--- config.mk ---
export PLATFORM = sky130hd
export DESIGN_NAME = da_fir
export DESIGN_NICKNAME = d
export VERILOG_FILES = /design/src/rtl/da_fir_pkg.sv /design/src/rtl/da_fir_taps.sv /design/src/rtl/da_fir_slice.sv /design/src/rtl/da_fir_tree.sv /design/src/rtl/da_fir.sv
export SDC_FILE = /design/constraint.sdc
export NUM_CORES = 1
export LEC_CHECK = 0
export BUFFER_PORTS_ARGS = -buffer_cell sky130_fd_sc_hd__buf_2
export CAP_MARGIN = 20
export CORE_MARGIN = 5
export CORE_UTILIZATION = 55
export DETAILED_ROUTE_END_ITERATION = 8
export PLACE_DENSITY_LB_ADDON = 0.1
export SLEW_MARGIN = 20
export SYNTH_ARGS = -nofsm -noshare
export SYNTH_HDL_FRONTEND = slang
export SYNTH_HIERARCHICAL = 1
export SYNTH_SLANG_ARGS = --single-unit
--- constraint.sdc ---
create_clock -name clk -period 13.02 [get_ports clk]
set_input_delay 1.302 -clock clk [delete_from_list [all_inputs] [get_ports clk]]
set_output_delay 1.302 -clock clk [all_outputs]
set_load 0.02 [all_outputs]
--- src/rtl/da_fir_pkg.sv ---
package da_fir_pkg;

    // Polarity of a slice table: sign-bit slice holds negated sums.
    typedef enum logic {
        SLICE_POS = 1'b0,
        SLICE_NEG = 1'b1
    } slice_sign_e;

    // Width of one slice sum: room for N coefficients plus negation.
    function automatic int slice_w(int n, int cw);
        return cw + $clog2(n) + 1;
    endfunction

    // Width of the full-precision result.
    function automatic int out_w(int n, int w, int cw);
        return cw + w + $clog2(n);
    endfunction

endpackage

--- src/rtl/da_fir_taps.sv ---
module da_fir_taps #(
    parameter int N_TAPS = 4,
    parameter int W      = 8
) (
    input  logic                  clk,
    input  logic                  rst,
    input  logic                  in_valid,
    input  logic [W-1:0]          in_x,
    output logic [N_TAPS*W-1:0]   taps
);
    // tap 0 (newest) in the low W bits
    always_ff @(posedge clk) begin
        if (rst) begin
            taps <= '0;
        end else if (in_valid) begin
            taps <= {taps[(N_TAPS-1)*W-1:0], in_x};
        end
    end


    hold_when_idle_chk: assert property (@(posedge clk) disable iff (rst)
        !in_valid |=> $stable(taps));

endmodule

--- src/rtl/da_fir_slice.sv ---
module da_fir_slice
    import da_fir_pkg::*;
#(
    parameter int                  N_TAPS = 4,
    parameter int                  CW     = 8,
    parameter int                  K      = 4,
    parameter int                  SW     = 11,
    parameter slice_sign_e         SIGN   = SLICE_POS,
    parameter logic [N_TAPS*CW-1:0] COEFS = '0
) (
    input  logic [N_TAPS-1:0]     addr,
    output logic signed [SW-1:0]  sum
);
    localparam int GROUPS = N_TAPS / K;
    localparam int DEPTH  = 1 << K;

    // Sum of the coefficients of group g selected by the bits of e.
    function automatic logic signed [SW-1:0] entry(int g, int e);
        logic signed [SW-1:0] acc;
        acc = '0;
        for (int j = 0; j < K; j++) begin
            if (((e >> j) & 1) != 0) begin
                acc = acc + SW'(signed'(COEFS[(g*K+j)*CW +: CW]));
            end
        end
        return (SIGN == SLICE_NEG) ? -acc : acc;
    endfunction

    logic signed [SW-1:0] grp [GROUPS];

    for (genvar g = 0; g < GROUPS; g++) begin : g_grp
        logic signed [SW-1:0] tbl [DEPTH];
        for (genvar e = 0; e < DEPTH; e++) begin : g_ent
            assign tbl[e] = entry(g, e);
        end
        assign grp[g] = tbl[addr[g*K +: K]];
    end

    always_comb begin
        sum = '0;
        for (int g = 0; g < GROUPS; g++) begin
            sum = sum + grp[g];
        end
    end


    always_comb begin
        if (addr == '0) begin
            zero_entry_chk: assert (sum == '0);
        end
    end

endmodule

--- src/rtl/da_fir_tree.sv ---
module da_fir_tree #(
    parameter int W  = 8,
    parameter int SW = 11,
    parameter int OW = 18
) (
    input  logic [W*SW-1:0]       slices,
    output logic signed [OW-1:0]  y
);
    localparam int LV = $clog2(W);
    localparam int WP = 1 << LV;

    // Level l merges pairs as hi * 2^(2^(l-1)) + lo.
    for (genvar l = 0; l <= LV; l++) begin : lvl
        localparam int CNT = WP >> l;
        logic signed [OW-1:0] v [CNT];
        for (genvar j = 0; j < CNT; j++) begin : nd
            if (l == 0) begin : leaf
                if (j < W) begin : real_slice
                    assign v[j] = OW'(signed'(slices[j*SW +: SW]));
                end else begin : pad_slice
                    assign v[j] = '0;
                end
            end else begin : merge
                assign v[j] = (lvl[l-1].v[2*j+1] <<< (1 << (l-1)))
                            + lvl[l-1].v[2*j];
            end
        end
    end

    assign y = lvl[LV].v[0];

endmodule

--- src/rtl/da_fir.sv ---
module da_fir
    import da_fir_pkg::*;
#(
    parameter int                    N_TAPS = 4,
    parameter int                    W      = 8,
    parameter int                    CW     = 8,
    parameter int                    K      = 4,
    parameter bit                    PIPE   = 1'b0,
    parameter logic [N_TAPS*CW-1:0]  COEFS  = {8'hFD, 8'h7F, 8'h80, 8'h05},
    localparam int                   OUT_W  = out_w(N_TAPS, W, CW)
) (
    input  logic                     clk,
    input  logic                     rst,
    input  logic                     in_valid,
    input  logic [W-1:0]             in_x,
    output logic                     out_valid,
    output logic signed [OUT_W-1:0]  out_y
);
    localparam int SW  = slice_w(N_TAPS, CW);
    localparam int LAT = 2 + int'(PIPE);
    localparam logic signed [OUT_W-1:0] Y_BOUND = OUT_W'(N_TAPS) << (CW + W - 2);

    logic [N_TAPS*W-1:0]         taps;
    logic [W-1:0][N_TAPS-1:0]    slice_addr;
    logic [W*SW-1:0]             slice_d;
    logic [W*SW-1:0]             slice_q;
    logic signed [OUT_W-1:0]     tree_y;
    logic [LAT-1:0]              vchain;

    da_fir_taps #(.N_TAPS(N_TAPS), .W(W)) u_taps (
        .clk      (clk),
        .rst      (rst),
        .in_valid (in_valid),
        .in_x     (in_x),
        .taps     (taps)
    );

    for (genvar m = 0; m < W; m++) begin : g_slice
        for (genvar k = 0; k < N_TAPS; k++) begin : g_bit
            assign slice_addr[m][k] = taps[k*W + m];
        end
        logic signed [SW-1:0] s;
        da_fir_slice #(
            .N_TAPS (N_TAPS),
            .CW     (CW),
            .K      (K),
            .SW     (SW),
            .SIGN   ((m == W-1) ? SLICE_NEG : SLICE_POS),
            .COEFS  (COEFS)
        ) u_slice (
            .addr (slice_addr[m]),
            .sum  (s)
        );
        assign slice_d[m*SW +: SW] = s;
    end

    if (PIPE) begin : g_pipe
        always_ff @(posedge clk) begin
            if (rst) begin
                slice_q <= '0;
            end else if (vchain[0]) begin
                slice_q <= slice_d;
            end
        end
    end else begin : g_flat
        assign slice_q = slice_d;
    end

    da_fir_tree #(.W(W), .SW(SW), .OW(OUT_W)) u_tree (
        .slices (slice_q),
        .y      (tree_y)
    );

    always_ff @(posedge clk) begin
        if (rst) begin
            vchain <= '0;
            out_y  <= '0;
        end else begin
            vchain <= {vchain[LAT-2:0], in_valid};
            if (vchain[LAT-2]) begin
                out_y <= tree_y;
            end
        end
    end

    assign out_valid = vchain[LAT-1];


    reset_quiet_chk: assert property (@(posedge clk) disable iff (rst)
        $past(rst) |-> (!out_valid && out_y == '0));


    valid_latency_chk: assert property (@(posedge clk) disable iff (rst)
        out_valid |-> $past(in_valid, LAT));


    no_overflow_chk: assert property (@(posedge clk) disable iff (rst)
        out_valid |-> (out_y <= Y_BOUND && out_y >= -Y_BOUND));


    hold_between_chk: assert property (@(posedge clk) disable iff (rst)
        !$stable(out_y) |-> out_valid);

endmodule

==> impl_metrics.csv, run 1 <==
group,metric,value,unit
timing,setup_violations,0,
timing,grt_setup_unrepaired,"false",
timing,fin_ws,6.34,ns
logic_synthesis,yosysTopAreaCell,"ha_1",
timing,max_slew_margin,34.1,%
power,fin_total_pwr,0.616,mW
floorplanning,ios,30,
floorplanning,die_h,121,µm
grt,first_global_vias,4643,
logic_synthesis,syn-num-nets,926,
critical_path,crit_path_top_delay_cell,"fa_1",
drt,detail-route-antenna-nets,0,
critical_path,max_stage_delay,0.50,ns
logic_synthesis,synth-async-reset-ratio,0,%
grt,grt-ovfl-total,0,
cts,h-tree-depth,2,
final_layout,fillers,1131,
timing,timing.hold.ws,0.489,ns
floorplanning,coreArea,12100,µm²
timing,fin_crit,6.68,ns
drt,drcViolationCount,0,
floorplanning,dieArea,14600,µm²
drt,wl_per_cell,13.6,µm
timing,tightest_slew,0.989,ns
logic_synthesis,synth_top_cell_area_share,20.3,%
final_layout,layout_commonest_cell,"ha_1",
power,p_leak,3.42,nW
floorplanning,start_util,56.2,%
logic_synthesis,ys_seq_elements,52,
critical_path,cp.required,13.20,ns
power,pwr-share-clk,23.3,%
cts,ctsLongestPathBuffers,2,
cts,cts_tree,"done",
timing,tns,0,ns
drt,vias,4917,
power,comb_power_share,47.4,%
placement,hpwlAfterDp,10100,µm
final_layout,syn_to_final_growth,0.0738,%
cts,cts_buffers,5,
cts,cts_hold_buf,0,
cts,worstSkewPairLatency,0.32,ns
logic_synthesis,avgSynthCellArea,8.73,µm²
logic_synthesis,synth_warnings,6,
final_layout,final_cell_mix,"ha_1 (110), nor2_1 (90), inv_1 (88)",
drt,viasPerCell,5.33,
critical_path,cpMostUsedCell,"ha_1",
logic_synthesis,synthFlopType,"dfxtp_1",
grt,antenna_found_initial,0,
critical_path,start_kind,"register",
floorplanning,num_rows,40,
critical_path,worst_setup_path_end_kind,"register",
grt,grt_max_degree,53,
cts,cts-root-buf,"clkbuf_16",
power,ir_drop,60.0,µV
logic_synthesis,synth_edf_count,0,
cts,ctsResizeCount,0,
placement,place_congestion,0.847,
cts,cts_setup_buffers,0,
drt,drt_iter0_drc,211,
timing,drv_slew,0,
timing,clock.fmax,150,MHz
critical_path,critPathArrivalTime,6.86,ns
timing,skew,0.0141,ns
run_status,status,"finished clean",
critical_path,crit_fanout,7,
critical_path,cp_top_family,"compound AO/OA/AOI/OAI gates",
final_layout,drive_gt1_share,8.75,%
job,cap_violations,0,
power,p_seq_share,29.4,%
power,net-switching-power,0.249,mW
logic_synthesis,syn-instance-count,776,
drt,wl,12500,µm
power,power_density,90.9,nW/µm²
timing,hold_violations,0,
logic_synthesis,ys_types,57,
logic_synthesis,synth_area,6780,µm²
cts,clock_sinks,52,
logic_synthesis,ys_seq_area_share,15.4,%
placement,port_buffers,29,
cts,clk_pin_slew,0.09,ns
timing,finalCritPeriodShare,51.3,%
final_layout,diodes,0,
critical_path,cp.buffers_inverters,2,
final_layout,final_nets,903,
logic_synthesis,synth_area_leaders,"ha_1 (20%), dfxtp_1 (15%), fa_1 (8.6%)",
power,internal-power,0.368,mW
drt,drt-pass1-iter-count,4,
critical_path,r2r_slack,6.34,ns
floorplanning,fp.dieW,121,µm
critical_path,path_class,"reg2reg",
grt,grt_pass1_wl,21200,µm
power,switching_share,40.3,%
min_path,min_path_type,"reg2reg",
grt,grt_usage,17.6,%
placement,pre_cts_ws,6.41,ns
[layout make-up]
cell class | count | area [µm²] | area share [%]
Multi-Input combinational cell | 577 | 4900 | 72.3
Sequential cell | 52 | 1040 | 15.4
Inverter | 88 | 330 | 4.87
Tap cell | 168 | 210 | 3.10
Timing Repair Buffer | 29 | 145 | 2.14
Clock buffer | 5 | 125 | 1.85
Clock inverter | 3 | 27.5 | 0.406
[registers in the layout, summed over array words and instances, names as in the netlist]
name,cells
u_taps/taps,32
out_y,18
vchain,2
[cell usage after synthesis (5+ instances only)]
cell type,instances
a211oi_2,8
a21o_1,24
a21oi_1,36
a31oi_1,5
buf_4,42
buf_6,8
clkbuf_1,5
dfxtp_1,52
fa_1,29
ha_1,110
inv_1,88
mux2_2,6
mux2i_1,56
nand2_1,20
nand2b_1,6
nor2_1,90
nor2_2,6
nor2b_1,10
nor3_1,9
o21a_1,11
o21ai_0,27
o21ai_1,10
o21bai_1,8
xnor2_1,27
xor2_1,22
[worst paths after layout]
check	end	cells after the start	from
max	out_y[17]$_SDFFE_PP0P_	27	u_taps/taps[18]$_SDFFE_PP0P_
min	out_y[13]$_SDFFE_PP0P_	2	out_y[13]$_SDFFE_PP0P_
max reg2reg	out_y[17]$_SDFFE_PP0P_	27	u_taps/taps[18]$_SDFFE_PP0P_
min reg2reg	out_y[13]$_SDFFE_PP0P_	2	out_y[13]$_SDFFE_PP0P_
[stage by stage]
step	util [%]	area, µm²	cells
global route	56.2	6780	922
detailed placement	54.9	6630	914
global placement	54.9	6630	914
floorplan	-	6780	776
CTS	56.2	6780	922
finish	56.2	6780	922
[kinds of logic (layout without fill, tap and decap cells)]
family                   Yosys count  in the layout  synth area share (%)
adder cells (fa/ha/maj)          139            139                  28.9
buffers and inverters            147            125                  12.3
multiplexers                      62             62                  9.27
XOR/XNOR                          50             50                  6.67
AND/OR/NAND/NOR                  167            167                  11.7
flip-flops                        52             52                  15.4
AO/OA/AOI/OAI                    159            159                  15.8
[layer usage]
metal | up-vias | global-route usage [%] | wire (µm)
met2 | 55 | 27.9 | 5490
li1 | 2560 | - | -
met4 | 0 | 4.11 | 153
met5 | - | 0 | 0
met1 | 2291 | 24.8 | 6560
met3 | 11 | 3.17 | 322
[power groups by stage]
stage / sequential, mW / combinational, mW / clock, mW
after floorplan: 0.191 / 0.229 / 0
after global placement: 0.184 / 0.281 / 0
after detailed placement: 0.185 / 0.292 / 0
after CTS: 0.181 / 0.294 / 0.150
after global routing: 0.183 / 0.330 / 0.157
final: 0.181 / 0.292 / 0.143
[worst register-to-register path, stage by stage (launching register included)]
cell and delay [ns]:
dfxtp_1 0.46, inv_1 0.14, ha_1 0.20, mux2_2 0.26, ha_1 0.22, fa_1 0.40, a21o_1 0.19, a21oi_1 0.21
o21bai_1 0.09, a21oi_1 0.22, o21ai_1 0.16, a2111oi_0 0.49, nor3_1 0.14, fa_1 0.50, inv_1 0.04, ha_1 0.35
nor2b_1 0.16, a221oi_1 0.26, o311ai_1 0.15, ha_1 0.37, a21oi_1 0.17, o21ai_1 0.15, a2111oi_1 0.43, o31ai_1 0.18
xnor2_1 0.20, xnor3_1 0.23, mux2i_1 0.14, nor2_1 0.05
No activity file was read; power rests on OpenSTA's default activity.
==> inputs of run 2 (changes only) <==
clock period = 6.4 ns   (was 13.02 ns; I/O delays follow)
==> run 2 against run 1 <==
  * Flip-flop and latch count is the same
  * First-iteration DRC count shrank 2.8%
  * Clock skew grew 0.0020 ns
  * Largest power group unchanged
  * Register-to-register slack lost 6.1 ns
  * Sequential power grew 100%
  * Hold slack lost 0.0018 ns
  * Via count grew 0.92%
  * Sequential share of layout area shrank 0.21 points
  * Combinational power grew 110%
  * Total power grew 110%
  * Die area is the same
==> impl_metrics.csv, run 2 (synthesis results as in run 1) <==
group,metric,value,unit
critical_path,cp-startpoint,"u_taps/taps[2]$_SDFFE_PP0P_",
grt,first_global_vias,4854,
critical_path,ff2ff_path_depth,27,
floorplanning,ios,30,
critical_path,crit_fanout,5,
cts,cts-root-buf,"clkbuf_16",
cts,h-tree-depth,2,
placement,hpwlAfterDp,10100,µm
drt,drt_iter0_drc,205,
critical_path,worst_setup_path_end_kind,"register",
timing,timing.hold.ws,0.487,ns
final_layout,largest_reg_flops,32,
critical_path,worst_r2r_endpoint,"out_y[17]$_SDFFE_PP0P_",
critical_path,r2r_start,"u_taps/taps[2]$_SDFFE_PP0P_",
grt,grt_pass1_wl,21700,µm
final_layout,syn_to_final_growth,1.70,%
timing,fin_crit,6.12,ns
timing,hold_violations,0,
placement,port_buffers,29,
placement,place_congestion,0.856,
critical_path,cp.buffers_inverters,2,
drt,viasPerCell,5.34,
cts,cts_buffers,5,
final_layout,final_nets,911,
critical_path,max_stage_delay,0.49,ns
floorplanning,start_util,56.2,%
cts,clk_pin_slew,0.08,ns
placement,pre_cts_ws,-0.153,ns
cts,clock_sinks,52,
grt,grt_usage,17.9,%
timing,skew,0.0161,ns
floorplanning,dieArea,14600,µm²
critical_path,crit_path_top_delay_cell,"fa_1",
final_layout,diodes,0,
critical_path,path_class,"reg2reg",
min_path,hp-start,"out_y[13]$_SDFFE_PP0P_",
timing,fin_ws,0.282,ns
grt,grt_max_degree,53,
critical_path,start_kind,"register",
timing,drv_slew,0,
power,ir_drop,107,µV
critical_path,path_depth,27,
timing,clock.fmax,163,MHz
cts,ctsLongestPathBuffers,2,
run_status,status,"finished clean",
critical_path,r2r_slack,0.28,ns
final_layout,top_regs,"u_taps/taps: 32 flops, out_y: 18 flops, vchain: 2 flops",
grt,antenna_found_initial,0,
critical_path,cp_top_family,"compound AO/OA/AOI/OAI gates",
critical_path,cpMostUsedCell,"ha_1",
critical_path,critPathArrivalTime,6.29,ns
drt,wl_per_cell,13.6,µm
timing,tightest_slew,0.996,ns
power,p_leak,3.47,nW
grt,grt-ovfl-total,0,
floorplanning,die_h,121,µm
final_layout,final_cell_mix,"ha_1 (110), nor2_1 (90), inv_1 (88)",
critical_path,timing.critical_path.to,"out_y[17]$_SDFFE_PP0P_",
final_layout,drive_gt1_share,11.2,%
timing,setup_violations,0,
drt,drt-pass1-iter-count,4,
floorplanning,coreArea,12100,µm²
drt,wl,12600,µm
cts,cts_tree,"done",
drt,vias,4962,
timing,max_slew_margin,33.6,%
critical_path,cp.required,6.57,ns
min_path,min_path_type,"reg2reg",
final_layout,layout_commonest_cell,"ha_1",
power,power_density,185,nW/µm²
timing,finalCritPeriodShare,95.6,%
floorplanning,fp.dieW,121,µm
floorplanning,num_rows,40,
drt,detail-route-antenna-nets,0,
cts,worstSkewPairLatency,0.31,ns
final_layout,largest_register,"u_taps/taps",
drt,drcViolationCount,0,
job,cap_violations,0,
==> run 2: worst register-to-register path, delay by kind of cell (launching register included) <==
| family | cells | cell delay [ns] |
|---|---|---|
| compound gates | 12 | 2.32 |
| xor+xnor | 2 | 0.45 |
| fa+ha+maj | 6 | 1.98 |
| buf+inv | 2 | 0.14 |
| flops | 1 | 0.37 |
| mux | 2 | 0.42 |
| simple gates | 3 | 0.32 |
==> run 2: area by class of cell <==
type | instances | area (µm²)
flip-flops and latches | 52 | 1040
repair buffers | 37 | 205
multi-input cells | 577 | 4950
inverters | 88 | 330
well taps | 168 | 210
fillers | 1104 | 5170
clock inverters | 3 | 26.3
clock buffers | 5 | 125
==> run 2: report_power, final <==
part           internal, mW  total, mW  switching [mW]
combinational         0.268      0.619           0.351
clock                 0.148      0.287           0.138
sequential            0.347      0.366          0.0194
==> run 2: repair_timing <==
action                                  in CTS  in global routing
hold buffers                                 0                  0
pin swaps                                    0                  4
buffers inserted                             0                  1
gates resized for setup                      3                 10
endpoints found under the setup margin       1                  3
==> run 2: per-stage QoR <==
step | total power, mW | utilization [%] | instance area [µm²] | std cells | TNS, ns
floorplan | 0.856 | - | 6780 | 776 | 0
global placement | 0.950 | 55.4 | 6680 | 921 | 0
detailed placement | 0.973 | 55.4 | 6680 | 921 | -0.153
CTS | 1.27 | 56.7 | 6840 | 929 | 0
global route | 1.38 | 57.1 | 6890 | 930 | -0.0608
finish | 1.27 | 57.1 | 6890 | 930 | 0
==> run 2: worst min-delay path by stage <==
stage | slack [ns] | to | cells past startpoint
after CTS | 0.49 | out_y[13]$_SDFFE_PP0P_ | 2
after global routing | 0.52 | out_y[13]$_SDFFE_PP0P_ | 2
after global placement | 0.47 | out_y[8]$_SDFFE_PP0P_ | 2
after detailed placement | 0.48 | out_y[13]$_SDFFE_PP0P_ | 2
after floorplan | 0.48 | u_taps/taps[29]$_SDFFE_PP0P_ | 2
final | 0.49 | out_y[13]$_SDFFE_PP0P_ | 2
==> run 2: routing by layer <==
layer / GRT usage [%] / routed length (µm) / part of all wire, %
met1: 24.7 / 6330 / 50
met2: 29.5 / 5730 / 45
met3: 3.08 / 447 / 3.5
met4: 3.61 / 121 / 0.96
met5: 0 / 0 / 0
==> inputs of run 3 (changes only) <==
CORE_MARGIN = 2   (was 5)
SYNTH_HIERARCHICAL = unset   (was 1)
==> run 3 against run 2 <==
  * Count of clock-buffer cells in the layout did not move
  * Worst setup slack gained 0.15 ns
  * Via count is 0.46% lower
  * Synthesized area down 10%
  * First-iteration DRC count down 8.3%
  * Combinational power decreased by 25%
  * Wire length decreased by 3.2%
  * Die area shrank 19%
  * Non-clock buffer count decreased by 5
  * Maximum frequency increased by 2.5%
  * Critical endpoint unchanged
  * Clock power fell by 25%
  * Synthesized cell count decreased by 4.6%
==> impl_metrics.csv, run 3 <==
group,metric,value,unit
drt,detail-route-antenna-nets,0,
drt,drt-pass1-iter-count,5,
logic_synthesis,synth_edf_count,0,
logic_synthesis,synth-async-reset-ratio,0,%
min_path,min_path_type,"reg2reg",
timing,grt_setup_unrepaired,"false",
logic_synthesis,synth_top_family_by_area,"adder cells",
drt,met3_length,313,µm
cts,cts-root-buf,"clkbuf_8",
drt,met1Wirelength,6420,µm
logic_synthesis,synthFlopType,"dfxtp_1",
power,switching_share,39.0,%
power,net-switching-power,0.405,mW
min_path,hp-start,"out_y[12]$_SDFFE_PP0P_",
logic_synthesis,avgSynthCellArea,8.21,µm²
run_status,status,"finished clean",
logic_synthesis,ys_seq_area_share,17.1,%
power,ir_drop,119,µV
floorplanning,num_rows,38,
logic_synthesis,synth_area_leaders,"ha_1 (23%), dfxtp_1 (17%), mux2i_1 (7.1%)",
cts,cts_hold_buf,0,
timing,tns,0,ns
power,p_leak,3.18,nW
final_layout,syn_to_final_growth,5.99,%
floorplanning,ios,30,
floorplanning,start_util,56.3,%
drt,wl,12200,µm
critical_path,crit_path_top_delay_cell,"fa_1",
cts,h-tree-depth,2,
final_layout,diodes,0,
logic_synthesis,synthMuxAreaShare,7.09,%
logic_synthesis,yosysTopAreaCell,"ha_1",
logic_synthesis,synth_top_cell_area_share,23.1,%
cts,ctsResizeCount,0,
floorplanning,fp.dieW,109,µm
power,comb_power_share,44.8,%
timing,hold_violations,0,
floorplanning,dieArea,11900,µm²
floorplanning,coreArea,10800,µm²
logic_synthesis,ys_top_cells_by_count,"ha_1 (112), nor2_1 (77), inv_1 (74)",
logic_synthesis,syn-instance-count,740,
placement,port_buffers,29,
timing,tightest_slew,1.04,ns
cts,clock_sinks,52,
critical_path,worst_setup_path_end_kind,"register",
cts,worstSkewPairLatency,0.34,ns
cts,clk_pin_slew,0.12,ns
final_layout,drive_gt1_share,8.05,%
grt,grt_usage,22.4,%
grt,grt_max_degree,55,
grt,grt_pass1_wl,21300,µm
cts,cts_setup_buffers,0,
min_path,whs_path_depth,2,
timing,setup_violations,0,
timing,finalCritPeriodShare,93.2,%
drt,viasPerCell,5.50,
critical_path,r2r_start,"u_taps.taps[2]$_SDFFE_PP0P_",
floorplanning,die_h,109,µm
drt,vias,4939,
logic_synthesis,synth_compound_area_share,19.4,%
final_layout,largest_reg_flops,32,
timing,max_slew_margin,30.7,%
min_path,hold_end,"out_y[12]$_SDFFE_PP0P_",
logic_synthesis,synth_simple_gate_area_share,14.3,%
power,p_seq_share,34.5,%
logic_synthesis,synth_warnings,0,
drt,wl_per_cell,13.6,µm
critical_path,crit_fanout,5,
drt,wl_met2,5370,µm
power,internal-power,0.633,mW
logic_synthesis,yosysMostFrequentCell,"ha_1",
critical_path,critPathArrivalTime,6.24,ns
critical_path,ff2ff_path_depth,27,
critical_path,cp.required,6.67,ns
timing,clock.fmax,168,MHz
power,pwr-share-clk,20.6,%
critical_path,cpMostUsedCell,"ha_1",
grt,first_global_vias,4692,
critical_path,worst_r2r_endpoint,"out_y[17]$_SDFFE_PP0P_",
logic_synthesis,synth_fa_ha_area_share,29.3,%
timing,skew,0.0226,ns
timing,drv_slew,0,
critical_path,start_kind,"register",
final_layout,final_cell_mix,"ha_1 (112), nor2_1 (77), inv_1 (74)",
logic_synthesis,synth_area,6070,µm²
logic_synthesis,syn-num-nets,882,
grt,antenna_found_initial,0,
power,power_density,161,nW/µm²
cts,ctsLongestPathBuffers,2,
final_layout,final_nets,899,
logic_synthesis,ys_seq_elements,52,
logic_synthesis,synth_xor_area_share,6.80,%
grt,grt-ovfl-total,0,
final_layout,largest_register,"u_taps.taps",
placement,place_congestion,0.852,
final_layout,final_util,59.6,%
drt,drt_iter0_drc,188,
critical_path,r2r_slack,0.43,ns
logic_synthesis,ys_types,57,
drt,drcViolationCount,0,
critical_path,path_class,"reg2reg",
drt,top_layer,"met4",
placement,hpwlAfterDp,9660,µm
critical_path,max_stage_delay,0.45,ns
timing,fin_crit,5.97,ns
cts,cts_buffers,5,
job,cap_violations,0,
final_layout,layout_commonest_cell,"ha_1",
final_layout,top_regs,"u_taps.taps: 32 flops, out_y: 18 flops, vchain: 2 flops",
cts,cts_tree,"done",
run 3: cell count changes in the layout (fill, tap and decap cells not counted), moves of 8 or more:
cell      delta
inv_1       -14
nor2_1      -13
a211oi_1     +8
a21oi_1     +12
fa_1         -9
nand2b_1     +8
mux2i_1     -12
xor2_1      -11
nand2_1     +31
o21ai_0     +29
run 3: layout make-up:
cell class              count  area (µm²)
clock buffers               5        68.8
clock inverters             3        25.0
fillers                   981        4360
inverters                  74         278
multi-input cells         592        4680
flip-flops and latches     52        1040
well taps                 140         175
repair buffers             32         168
run 3: critical path: cells and delay by family, from the launching register on:
kind            cells  cell delay, ns
compound gates     12            1.99
buf+inv             1            0.13
flops               1            0.41
simple gates        5            0.52
fa+ha+maj           6            2.01
xor+xnor            3            0.87
run 3: through the flow:
step           area (µm²)  hold WS, ns  worst slack (ns)  instances  power (mW)
2_1_floorplan        6070        0.510             0.779        740       0.733
3_3_place_gp         6330        0.455             0.467        890       0.817
3_5_place_dp         6330        0.458             0.284        890       0.831
4_1_cts              6430        0.472             0.258        898        1.05
5_1_grt              6440        0.502           0.00426        898        1.12
6_report             6440        0.469             0.434        898        1.04
run 3: how the worst max path moves through the flow:
stage          cells past startpoint  slack [ns]                   startpoint                      to
2_1_floorplan                     27        0.78  u_taps.taps[2]$_SDFFE_PP0P_  out_y[17]$_SDFFE_PP0P_
3_3_place_gp                      27        0.47  u_taps.taps[2]$_SDFFE_PP0P_  out_y[17]$_SDFFE_PP0P_
3_5_place_dp                      25        0.28  u_taps.taps[2]$_SDFFE_PP0P_  out_y[17]$_SDFFE_PP0P_
4_1_cts                           25        0.26  u_taps.taps[2]$_SDFFE_PP0P_  out_y[17]$_SDFFE_PP0P_
5_1_grt                           27       0.004  u_taps.taps[2]$_SDFFE_PP0P_  out_y[17]$_SDFFE_PP0P_
6_report                          27        0.43  u_taps.taps[2]$_SDFFE_PP0P_  out_y[17]$_SDFFE_PP0P_
run 3: power by group through the flow:
stage	sequential (mW)	clock, mW	combinational [mW]
final	0.358	0.214	0.465
after global routing	0.362	0.233	0.524
after global placement	0.364	0	0.453
after CTS	0.358	0.227	0.468
after detailed placement	0.366	0	0.465
after floorplan	0.378	0	0.355
run 3: cell families (layout without fill, tap and decap cells):
| group | after synthesis | in the layout |
|---|---|---|
| XOR/XNOR | 44 | 44 |
| multiplexers | 43 | 43 |
| AO/OA/AOI/OAI | 185 | 185 |
| adder cells (fa/ha/maj) | 131 | 131 |
| buffers and inverters | 96 | 114 |
| flip-flops | 52 | 52 |
| AND/OR/NAND/NOR | 189 | 189 |
run 3: per-layer routing:
metal  global-route usage, %  up-vias
li1                        -     2582
met1                    31.9     2284
met2                    35.8       65
met3                    3.77        8
met4                    4.40        0
met5                       0        -
